[config.mk]
export PLATFORM = sky130hd
export DESIGN_NAME = ovk_overlay_keying
export DESIGN_NICKNAME = d
export VERILOG_FILES = /design/src/rtl/ovk_pkg.sv /design/src/rtl/ovk_hsync_edge.sv /design/src/rtl/ovk_lineclk.sv /design/src/rtl/ovk_keyer.sv /design/src/rtl/ovk_overlay_keying.sv
export SDC_FILE = /design/constraint.sdc
export NUM_CORES = 1
export LEC_CHECK = 0
export ABC_AREA = 1
export ABC_CLOCK_PERIOD_IN_PS = 2800
export BUFFER_PORTS_ARGS = -buffer_cell sky130_fd_sc_hd__buf_2
export CORE_MARGIN = 8
export CORE_UTILIZATION = 57
export DETAILED_ROUTE_END_ITERATION = 8
export PLACE_DENSITY = 0.86
export SYNTH_ARGS = -nofsm -noshare
export SYNTH_HDL_FRONTEND = slang
export SYNTH_SLANG_ARGS = --single-unit
[constraint.sdc]
create_clock -name clk -period 2.8 [get_ports clk]
set_clock_uncertainty 0.05 [all_clocks]
set_input_delay 0.7 -clock clk [delete_from_list [all_inputs] [get_ports clk]]
set_output_delay 0.7 -clock clk [all_outputs]
set_load 0.03 [all_outputs]
[src/rtl/ovk_pkg.sv]
package ovk_pkg;

   typedef enum logic {
      FBK_CHAR_OR_WIN = 1'b0,
      FBK_CHAR_ONLY   = 1'b1
   } ovk_fbmode_e;

   typedef struct packed {
      logic       dot;
      logic       win;
      logic [2:0] rgb;
   } ovk_pix_t;

   function automatic logic ovk_key_on(input ovk_pix_t p, input ovk_fbmode_e m);
      return (m == FBK_CHAR_ONLY) ? p.dot : (p.dot | p.win);
   endfunction

endpackage

[src/rtl/ovk_hsync_edge.sv]
module ovk_hsync_edge #(
   parameter int STAGES = 2
) (
   input  logic clk,
   input  logic rst_n,
   input  logic hsync_n,
   output logic restart
);
   localparam int LAST = STAGES - 1;

   if (STAGES < 2) begin : g_bad_stages
      $error("ovk_hsync_edge: STAGES must be at least 2");
   end

   logic [STAGES-1:0] chain;
   logic              prev;

   for (genvar i = 0; i < STAGES; i++) begin : g_sync
      if (i == 0) begin : g_first
         always_ff @(posedge clk or negedge rst_n) begin
            if (!rst_n) chain[0] <= 1'b1;
            else        chain[0] <= hsync_n;
         end
      end else begin : g_next
         always_ff @(posedge clk or negedge rst_n) begin
            if (!rst_n) chain[i] <= 1'b1;
            else        chain[i] <= chain[i-1];
         end
      end
   end

   always_ff @(posedge clk or negedge rst_n) begin
      if (!rst_n) prev <= 1'b1;
      else        prev <= chain[LAST];
   end

   assign restart = prev & ~chain[LAST];

endmodule

[src/rtl/ovk_lineclk.sv]
module ovk_lineclk #(
   parameter int CNT_W   = 12,
   parameter int MULT_LO = 32,
   parameter int MULT_HI = 48
) (
   input  logic             clk,
   input  logic             rst_n,
   input  logic             restart,
   input  logic             sel_hi,
   input  logic [CNT_W-1:0] line_dots,
   output logic             lclk
);
   localparam int ACC_W   = CNT_W + 1;
   localparam int STEP_LO = 2 * MULT_LO;
   localparam int STEP_HI = 2 * MULT_HI;

   if (MULT_LO < 1 || MULT_HI < 1) begin : g_bad_mult
      $error("ovk_lineclk: period counts must be positive");
   end
   if (STEP_HI >= (1 << CNT_W) || STEP_LO >= (1 << CNT_W)) begin : g_bad_width
      $error("ovk_lineclk: CNT_W too narrow for the period counts");
   end

   logic [ACC_W-1:0] acc;
   logic [ACC_W-1:0] step;
   logic [ACC_W-1:0] sum;
   logic [ACC_W-1:0] len;
   logic             wrap;

   assign step = sel_hi ? ACC_W'(STEP_HI) : ACC_W'(STEP_LO);
   assign len  = {1'b0, line_dots};
   assign sum  = acc + step;
   assign wrap = (sum >= len);

   always_ff @(posedge clk or negedge rst_n) begin
      if (!rst_n) begin
         acc  <= '0;
         lclk <= 1'b0;
      end else if (restart) begin
         acc  <= '0;
         lclk <= 1'b0;
      end else if (wrap) begin
         acc  <= sum - len;
         lclk <= ~lclk;
      end else begin
         acc  <= sum;
      end
   end

   // the phase stays inside one line when the line is long enough
   assert_acc_bounded_R7: assert property (@(posedge clk) disable iff (!rst_n)
      ($past(acc) < $past(len) && $past(len) >= $past(step)) |-> (acc < $past(len)))
      else $error("accumulator left its line range");

endmodule

[src/rtl/ovk_keyer.sv]
module ovk_keyer
   import ovk_pkg::*;
#(
   parameter int NCH = 3
) (
   input  logic           clk,
   input  logic           rst_n,
   input  ovk_pix_t       pix,
   input  logic           osd_en,
   input  ovk_fbmode_e    fb_mode,
   output logic [NCH-1:0] col_q,
   output logic [NCH-1:0] col_oe_q,
   output logic           fbk_q,
   output logic           fbk_oe_q,
   output logic           tone_d
);
   if (NCH != $bits(pix.rgb)) begin : g_bad_nch
      $error("ovk_keyer: NCH must match the pixel colour width");
   end

   logic paint;
   logic key;

   assign paint  = osd_en & (pix.dot | pix.win);
   assign key    = osd_en & ovk_key_on(pix, fb_mode);
   assign tone_d = osd_en & pix.win & ~pix.dot;

   for (genvar ch = 0; ch < NCH; ch++) begin : g_chan
      always_ff @(posedge clk or negedge rst_n) begin
         if (!rst_n) begin
            col_q[ch]    <= 1'b0;
            col_oe_q[ch] <= 1'b0;
         end else begin
            col_q[ch]    <= paint & pix.rgb[ch];
            col_oe_q[ch] <= osd_en;
         end
      end
   end

   always_ff @(posedge clk or negedge rst_n) begin
      if (!rst_n) begin
         fbk_q    <= 1'b0;
         fbk_oe_q <= 1'b0;
      end else begin
         fbk_q    <= key;
         fbk_oe_q <= key;
      end
   end

   // the fast-blank pin is only ever driven to its high level
   assert_fbk_level_R2: assert property (@(posedge clk) disable iff (!rst_n)
      fbk_oe_q |-> fbk_q)
      else $error("fast-blank driven low");

   // fast-blank is driven only while the colour pins are enabled
   assert_fbk_needs_enable_R4: assert property (@(posedge clk) disable iff (!rst_n)
      fbk_oe_q |-> (&col_oe_q))
      else $error("fast-blank driven while overlay off");

endmodule

[src/rtl/ovk_overlay_keying.sv]
module ovk_overlay_keying
   import ovk_pkg::*;
#(
   parameter int CNT_W       = 12,
   parameter int MULT_LO     = 32,
   parameter int MULT_HI     = 48,
   parameter int SYNC_STAGES = 2
) (
   input  logic             clk,
   input  logic             rst_n,
   input  logic             hsync_n,
   input  logic             dot_on,
   input  logic             win_on,
   input  logic [2:0]       pix_rgb,
   input  logic             osd_en,
   input  logic             fb_char_only,
   input  logic             pwmck_sel,
   input  logic             res_480,
   input  logic [CNT_W-1:0] line_dots,
   output logic             red,
   output logic             red_oe,
   output logic             green,
   output logic             green_oe,
   output logic             blue,
   output logic             blue_oe,
   output logic             fbk,
   output logic             fbk_oe,
   output logic             tone_clk
);
   localparam int NCH = 3;

   ovk_pix_t       pix;
   ovk_fbmode_e    fb_mode;
   logic [NCH-1:0] col_q;
   logic [NCH-1:0] col_oe_q;
   logic           tone_d;
   logic           restart;
   logic           lclk;
   logic           pin_q;

   assign pix     = '{dot: dot_on, win: win_on, rgb: pix_rgb};
   assign fb_mode = fb_char_only ? FBK_CHAR_ONLY : FBK_CHAR_OR_WIN;

   ovk_hsync_edge #(.STAGES(SYNC_STAGES)) u_edge (
      .clk     (clk),
      .rst_n   (rst_n),
      .hsync_n (hsync_n),
      .restart (restart)
   );

   ovk_lineclk #(.CNT_W(CNT_W), .MULT_LO(MULT_LO), .MULT_HI(MULT_HI)) u_lclk (
      .clk       (clk),
      .rst_n     (rst_n),
      .restart   (restart),
      .sel_hi    (res_480),
      .line_dots (line_dots),
      .lclk      (lclk)
   );

   ovk_keyer #(.NCH(NCH)) u_key (
      .clk      (clk),
      .rst_n    (rst_n),
      .pix      (pix),
      .osd_en   (osd_en),
      .fb_mode  (fb_mode),
      .col_q    (col_q),
      .col_oe_q (col_oe_q),
      .fbk_q    (fbk),
      .fbk_oe_q (fbk_oe),
      .tone_d   (tone_d)
   );

   always_ff @(posedge clk or negedge rst_n) begin
      if (!rst_n) pin_q <= 1'b0;
      else        pin_q <= pwmck_sel ? lclk : tone_d;
   end

   assign red      = col_q[2];
   assign green    = col_q[1];
   assign blue     = col_q[0];
   assign red_oe   = col_oe_q[2];
   assign green_oe = col_oe_q[1];
   assign blue_oe  = col_oe_q[0];
   assign tone_clk = pin_q;

   // half-tone and a character-only fast-blank key never overlap
   assert_tone_vs_key_R3: assert property (@(posedge clk) disable iff (!rst_n)
      (tone_clk && !$past(pwmck_sel) && $past(fb_char_only)) |-> !fbk_oe)
      else $error("half-tone overlaps character key");

endmodule

### Word-level counts from Yosys, hierarchy flattened

Index checks and enable logic that the tools add are counted.

* flip-flop bits (word level): 23

* reduce and logical (&&, ||, !) cells: 1
* order comparisons: 1
* mux-type cells: 8
* add/sub/neg operators: 2
* bitwise logic cells: 12

Operators by type and width (count)
* 2-to-1 mux 13 bit: 2
* adder 13 bit: 1
* greater-or-equal comparator 13 x 12 -> 1 bit: 1
* subtractor 13 x 12 -> 13 bit: 1
* AND 1 bit: 8
* 2-to-1 mux 6 bit: 1
* 2-to-1 mux 1 bit: 5
* inverter 1 bit: 3
* nonzero test 2 bit: 1
* bitwise OR 1 bit: 1

### Depth between registers and ports, before layout

Gate-level depths: netlist of run 1.

* depth in word-level cells: 5
* mapped depth: 18
* mapped depth without buffers: 18

### Cells and area by module

From an unflattened synthesis of run 1, not the netlist that was laid out.

* cell total of the unflattened synthesis: 279
* area total of the unflattened synthesis: 1950.6 µm²

Modules (own cells, without submodules)
* ovk_lineclk: area an instance 1624.1 µm², instances 1, cells an instance 249
* ovk_keyer: area an instance 197.7 µm², instances 1, cells an instance 20
* ovk_hsync_edge: area an instance 88.8 µm², instances 1, cells an instance 5
* ovk_overlay_keying: area an instance 40.0 µm², instances 1, cells an instance 5

### Worst setup path before layout of run 1

OpenSTA, ideal clock, no wires.

* path kind: input-to-reg
* start point: input res_480
* end point: register u_lclk.acc[0]
* buffers on the path: 1
* data required time: 2.632 ns
* cell stages on the path: 17
* arrival time: 2.725 ns
* library setup time: 0.118 ns
* slack: -0.093 ns
* cell sequence: ha_1 > inv_1 > ha_1 > nand3b_1 > nand3b_1 > xor2_1 > inv_1 > ha_1 > nand2_1 > nor2_2 > nand3_2 > nand2_4 > nor2_8 > nand2_4 > buf_12 > nand3b_2 > nand2_1

* word-level cells in the longest chain between the ends: 5

Ends and longest elaborated chain
* start: declaration: RTL line ovk_overlay_keying.sv:18 `input logic res_480,`
* 2-to-1 mux 6 bit: RTL line ovk_lineclk.sv:30 `assign step = sel_hi ? ACC_W'(STEP_HI) : ACC_W'(STEP_LO);`
* adder 13 bit: RTL line ovk_lineclk.sv:32 `assign sum = acc + step;`
* greater-or-equal comparator 13 x 12 -> 1 bit: RTL line ovk_lineclk.sv:33 `assign wrap = (sum >= len);`
* 2-to-1 mux 13 bit: RTL line ovk_lineclk.sv:42 `end else if (wrap) begin`
* 2-to-1 mux 13 bit: RTL line ovk_lineclk.sv:39 `end else if (restart) begin`
* end signal: assignment: RTL line ovk_lineclk.sv:43 `acc <= sum - len;`
* end signal: assignment: RTL line ovk_lineclk.sv:46 `acc <= sum;`
* end: declaration: RTL line ovk_lineclk.sv:24 `logic [ACC_W-1:0] acc;`

No other way between the ends.
A chain may end at the register's enable or synchronous reset.

### Worst setup path in the final report of run 1

* start point: input res_480
* end point: register u_lclk.acc[12]

* word-level cells in the longest chain between the ends: 5
* elaborated cells between the ends (all ways): 6
* classes of those cells: add/sub: 2; order compare: 1; mux: 3

Ends and longest elaborated chain (RTL line)
* 2-to-1 mux 6 bit (*): ovk_lineclk.sv:30
* adder 13 bit (*): ovk_lineclk.sv:32
* subtractor 13 x 12 -> 13 bit or greater-or-equal comparator 13 x 12 -> 1 bit (tied branches): ovk_lineclk.sv:43, ovk_lineclk.sv:33
* 2-to-1 mux 13 bit (*): ovk_lineclk.sv:42
* 2-to-1 mux 13 bit (*): ovk_lineclk.sv:39

Mark *: on every way between the ends. The rest lies on a longest branch, timed or not.

==> results.sh, run 1 <==
export IMPL_final_net_count=357
export IMPL_fin_crit_sh_pct=99.8
export IMPL_final_hold_viol_count=0
export IMPL_num_vias=1831
export IMPL_holdWs_ps=277
export IMPL_num_rows=21
export IMPL_max_freq_ghz=0.358
export IMPL_worstSkewPairLatency_ps=320
export IMPL_regArea_um2=579
export IMPL_gp_congestion=0.877
export IMPL_synth_most_common_cell="nand2_1"
export IMPL_final_area_um2=2400
export IMPL_cp_max_fo=3
export IMPL_critical_path_required_ps=3020
export IMPL_grt_pass1_vias=1859
export IMPL_ys_seq_elements=23
export IMPL_diodes=0
export IMPL_synthTopCellsByArea="dfrtp_1 (25%), nand2_1 (14%), inv_1 (9.4%), ha_1 (8.8%), nand3_2 (5.0%)"
export IMPL_power_density_nw_per_um2=1210
export IMPL_initial_core_util_pct=59.6
export IMPL_post_dp_cell_area_um2=2310
export IMPL_ys_seq_area_share_pct=29.1
export IMPL_fillers=269
export IMPL_cts_root_buffer="clkbuf_4"
export IMPL_power_internal_mw=1.44
export IMPL_ant_nets=0
export IMPL_max_cap_violations=0
export IMPL_crit_path_end_kind="flip-flop"
export IMPL_power_share_clock_pct=5.3
export IMPL_wl_um=4740
export IMPL_overflow=0
export IMPL_port_buffers=32
export IMPL_synth_edf_count=0
export IMPL_grt_pass1_wl_um=7820
export IMPL_finalSetupTns_ps=0
export IMPL_drc=0
export IMPL_syn_nets=309
export IMPL_cts_htree_levels=1
export IMPL_vias_per_cell=5.04
export IMPL_hold_path_class="primary input to asynchronous set/reset pin"
export IMPL_cts_tree="yes"
export IMPL_drtPass1Iterations=4
export IMPL_cts_buffer_depth=2
export IMPL_grt_max_degree=24
export IMPL_p_leak_nw=1.37
export IMPL_ir_worst_vdd_mv=0.659
export IMPL_ioPinCount=33
export IMPL_die_w_um=75.1
export IMPL_swShare_pct=50.5
export IMPL_outcome="finished clean"
export IMPL_antenna_found_initial=0
export IMPL_ys_top_cells_by_count="nand2_1 (72), inv_1 (50), dfrtp_1 (20)"
export IMPL_synth_top_area_share_pct=25.2
export IMPL_crit_path_start_kind="primary input"
export IMPL_wl_per_cell_um=13.1
export IMPL_syn_avg_cell_area_um2=7.37
export IMPL_maxSlewHeadroom_pct=54.8
export IMPL_power_frac_seq_pct=18.3
export IMPL_place_inst=358
export IMPL_p_switching_mw=1.47
export IMPL_grt_usage_pct=17.8
export IMPL_instances_no_fill=363
export IMPL_multiInputGateArea_um2=1220
export IMPL_cts_sinks=23
export IMPL_synthArstFlopShare_pct=100
export IMPL_drt_initial_drc_count=139
export IMPL_syn_to_final_growth_pct=20.8
export IMPL_dieArea_um2=5640
export IMPL_fin_util_pct=72.0
export IMPL_finalMaxSlewViolations=0
export IMPL_die_h_um=75.1
export IMPL_synth_area_um2=1990
export IMPL_cts_buffers=3
export IMPL_yosys_warnings=0
export IMPL_cts_hold_buf=0
export IMPL_drive_gt1_share_pct=33.1
export IMPL_cp_arrival_ps=3010
export IMPL_path_clk_slew_ps=130
export IMPL_worst_pin_slew_ps=674
export IMPL_crit_type="primary input to flip-flop"
export IMPL_synth_area_leader_cell="dfrtp_1"
export IMPL_rrSetupSlack_ps=120
export IMPL_coreArea_um2=3340
export IMPL_ys_flop_type="dfrtp_1"
export IMPL_setup_viol=0
export IMPL_hpwl_um=3760
export IMPL_synth_cells=270
export IMPL_combPwrFrac_pct=76.5
export IMPL_fin_crit_ps=2790
export IMPL_ys_types=29
## timing repair
item / 4_1_cts / 5_1_grt
gates resized for setup: 1 / 10
pin swaps: 0 / 7
endpoints found under the setup margin: 2 / 14
buffers inserted: 0 / 1
## worst paths after layout
| check | end | startpoint | depth (start not counted) |
|---|---|---|---|
| max in group asynchronous | u_edge.chain[0] | rst_n | 1 |
| min in group clk | u_edge.chain[1] | u_edge.chain[0] | 0 |
| worst max-delay path | u_lclk.acc[12] | res_480 | 17 |
| worst max register to register | u_lclk.acc[12] | u_lclk.acc[5] | 16 |
| worst min register to register | u_edge.chain[1] | u_edge.chain[0] | 0 |
| worst min-delay path | u_lclk.acc[12] | rst_n | 1 |
## power by group through the flow
stage,Sequential [mW],Clock [mW],Combinational [mW]
6_report,0.532,0.154,2.23
2_1_floorplan,0.526,0,1.53
5_1_grt,0.541,0.170,2.49
3_3_place_gp,0.524,0,2.00
3_5_place_dp,0.530,0,2.08
4_1_cts,0.522,0.158,2.12
## cell usage in the layout, fill, tap and decap left out, types with 10 or more instances in the layout
cell and count:
nor2_1 11, dfrtp_1 20, nand3_2 10, nand2_1 71
buf_4 17, ha_1 10, inv_1 48, buf_2 32
nand3_1 16, nand4_1 11
## through the flow
stage | worst slack (ps) | total power, mW
2_1_floorplan | 23.0 | 2.05
3_3_place_gp | -216 | 2.52
3_5_place_dp | -348 | 2.61
4_1_cts | 35.3 | 2.80
5_1_grt | -93.1 | 3.20
6_report | 6.71 | 2.91
## worst max-delay path, stage by stage
cell and delay (ps):
buf_2 110, ha_4 140, inv_1 40, ha_2 170, nand3b_1 220, nand3b_1 240, xor2_2 220, inv_2 70
ha_4 240, buf_4 150, inv_2 50, o21ai_1 50, a31oi_1 240, nand2_1 120, nand2_1 100, nand3_2 90
nor2_2 80
## flip-flops by register name (all words and copies together) (netlist names)
| signal | cells |
|---|---|
| tone_clk | 1 |
| u_edge.chain | 2 |
| u_edge.prev | 1 |
| u_key.col_oe_q | 1 |
| u_key.col_q | 3 |
| u_key.fbk_oe_q | 1 |
| u_lclk.acc | 13 |
| u_lclk.lclk | 1 |
## layer usage
metal	vias to the layer above	GRT usage, %	share of wire, %
met2	48	33.0	53
met3	13	4.39	4.1
met1	841	18.4	40
li1	929	-	-
met4	0	7.83	3.1
met5	-	0	0
## cell families (layout without fill, tap and decap cells)
family / Yosys count / count (layout) / share of synthesized area, %
buf+inv: 63 / 110 / 13.8
fa+ha+maj: 15 / 15 / 9.81
simple gates: 145 / 145 / 38.4
xor+xnor: 12 / 12 / 5.28
flops: 23 / 23 / 29.1
compound gates: 12 / 12 / 3.58
## layout make-up
cell class              count  area share (%)
multi-input cells         184            50.8
flip-flops and latches     23            24.1
repair buffers             50            12.8
inverters                  56            8.75
well taps                  46            2.40
clock buffers               3           0.938
clock inverters             1           0.208
Note: power is estimated with default switching activity, not from simulation.
==> run 2: changes to the inputs <==
GPL_TIMING_DRIVEN = 0   (was default)
PLACE_DENSITY = 0.88   (was 0.86)
==> run 2 against run 1 <==
Hold slack better by 13 ps. Design area down 0.78%. Count of clock-buffer cells in the layout unchanged. Clock power down 4%. Wire length down 2.8%. Core utilization down 0.56 points. Worst setup slack better by 40 ps. Maximum frequency up 1.4%. Critical path type unchanged. Critical endpoint is now u_lclk.acc[0]. Largest cell class unchanged. Highest routed layer unchanged.
==> results.sh, run 2 (synthesis gave the netlist of run 1 again) <==
export IMPL_outcome="finished clean"
export IMPL_combPwrFrac_pct=75.9
export IMPL_worst_pin_slew_ps=506
export IMPL_final_common_cell="nand2_1"
export IMPL_antenna_found_initial=0
export IMPL_crit_path_end_kind="flip-flop"
export IMPL_hold_path_class="primary input to asynchronous set/reset pin"
export IMPL_maxSlewHeadroom_pct=66.3
export IMPL_drt_initial_drc_count=72
export IMPL_max_freq_ghz=0.363
export IMPL_hpwl_um=3600
export IMPL_initial_core_util_pct=59.6
export IMPL_gp_congestion=0.873
export IMPL_num_vias=1767
export IMPL_grt_pass1_wl_um=7290
export IMPL_coreArea_um2=3340
export IMPL_drive_gt1_share_pct=30.5
export IMPL_syn_to_final_growth_pct=19.8
export IMPL_num_rows=21
export IMPL_route_met2_wl_um=2530
export IMPL_top_regs="u_lclk.acc: 13 flops, u_key.col_q: 3 flops, u_edge.chain: 2 flops"
export IMPL_cts_buffer_depth=2
export IMPL_fillers=274
export IMPL_power_density_nw_per_um2=1170
export IMPL_pre_cts_slack_ps=-360
export IMPL_cp_max_fo=5
export IMPL_critical_path_required_ps=3000
export IMPL_grt_pass1_vias=1675
export IMPL_crit_path_start_kind="primary input"
export IMPL_fin_util_pct=71.4
export IMPL_die_w_um=75.1
export IMPL_dieArea_um2=5640
export IMPL_ir_worst_vdd_mv=0.638
export IMPL_fin_crit_sh_pct=98.3
export IMPL_crit_type="primary input to flip-flop"
export IMPL_cts_sinks=23
export IMPL_cts_root_buffer="clkbuf_4"
export IMPL_largest_reg_flops=13
export IMPL_diodes=0
export IMPL_wl_met3_um=131
export IMPL_cts_buffers=3
export IMPL_power_internal_mw=1.37
export IMPL_p_leak_nw=1.36
export IMPL_highest_layer="met4"
export IMPL_ant_nets=0
export IMPL_wl_per_cell_um=12.9
export IMPL_swShare_pct=50.9
export IMPL_setup_viol=0
export IMPL_rsz0062_at_grt="true"
export IMPL_power_frac_seq_pct=18.8
export IMPL_die_h_um=75.1
export IMPL_vias_per_cell=4.95
export IMPL_grt_max_degree=24
export IMPL_finalMaxSlewViolations=0
export IMPL_path_clk_slew_ps=120
export IMPL_wl_met1_um=1930
export IMPL_final_net_count=351
export IMPL_p_switching_mw=1.42
export IMPL_port_buffers=32
export IMPL_cts_htree_levels=1
export IMPL_wl_um=4610
export IMPL_power_share_clock_pct=5.3
export IMPL_fin_crit_ps=2750
export IMPL_final_hold_viol_count=0
export IMPL_overflow=0
export IMPL_final_cell_mix="nand2_1 (71), inv_1 (49), buf_2 (32)"
export IMPL_grt_usage_pct=16.5
export IMPL_drtPass1Iterations=4
export IMPL_cp_arrival_ps=2950
export IMPL_cts_hold_buf=0
export IMPL_ioPinCount=33
export IMPL_top_register="u_lclk.acc"
export IMPL_drc=0
export IMPL_layout_setup_ws_ps=46.6
export IMPL_finalPower_mw=2.79
export IMPL_max_cap_violations=0
export IMPL_cts_tree="yes"
export IMPL_worstSkewPairLatency_ps=310
run 2: stage by stage:
stage          cells  cell area, um2  setup TNS (ps)  hold slack (ps)
2_1_floorplan    270            2020               0              295
3_3_place_gp     348            2240           -3620              296
3_5_place_dp     348            2240           -4620              300
4_1_cts          355            2290               0              295
5_1_grt          357            2380            -394              317
6_report         357            2380               0              290
run 2: power groups by stage:
| stage | Clock, mW | Sequential [mW] | Combinational [mW] |
|---|---|---|---|
| after floorplan | 0 | 0.526 | 1.53 |
| after global placement | 0 | 0.523 | 1.82 |
| after detailed placement | 0 | 0.530 | 1.89 |
| after CTS | 0.154 | 0.522 | 1.94 |
| after global routing | 0.165 | 0.540 | 2.35 |
| final | 0.148 | 0.526 | 2.12 |
run 2: area by class of cell:
type	instances	area (um2)	share of cell area, %
Timing Repair Buffer	37	221	9.29
Tap cell	46	57.6	2.41
Inverter	56	210	8.82
Sequential cell	23	579	24.3
Clock inverter	1	5.00	0.210
Clock buffer	3	22.5	0.945
Multi-Input combinational cell	184	1220	51.2
Buffer	7	66.3	2.78
run 2: per-layer routing:
layer / up-vias / track usage (%)
met5: - / 0
met4: 0 / 2.83
met3: 2 / 3.33
met2: 28 / 29.9
met1: 824 / 19.4
li1: 913 / -
run 2: timing repair:
item	CTS	global route
buffers inserted	3	1
endpoints found under the setup margin	10	14
pin swaps	2	10
gates cloned	0	1
resized for setup	1	10
run 2: final timing paths:
path,startpoint,to,slack [ps],depth (start not counted)
min in group clk,u_edge.chain[0],u_edge.chain[1],320,0
max reg2reg,u_lclk.acc[5],u_lclk.acc[0],100,17
max,res_480,u_lclk.acc[0],50,18
min reg2reg,u_edge.chain[0],u_edge.chain[1],320,0
min,rst_n,u_lclk.acc[9],290,1
max in group asynchronous,rst_n,u_edge.chain[1],2050,1
run 2: worst max-delay path: stages:
cell and delay, ps:
buf_6 70, ha_4 120, inv_2 40, ha_4 150
nand3b_1 200, nand3b_1 210, xor2_1 220, inv_1 110
ha_4 320, nand2_4 60, nor2_4 110, nand3_4 90
nand2_4 90, nor2_8 50, nand2_4 110, clkbuf_16 160
nand3b_2 70, nand2_1 60
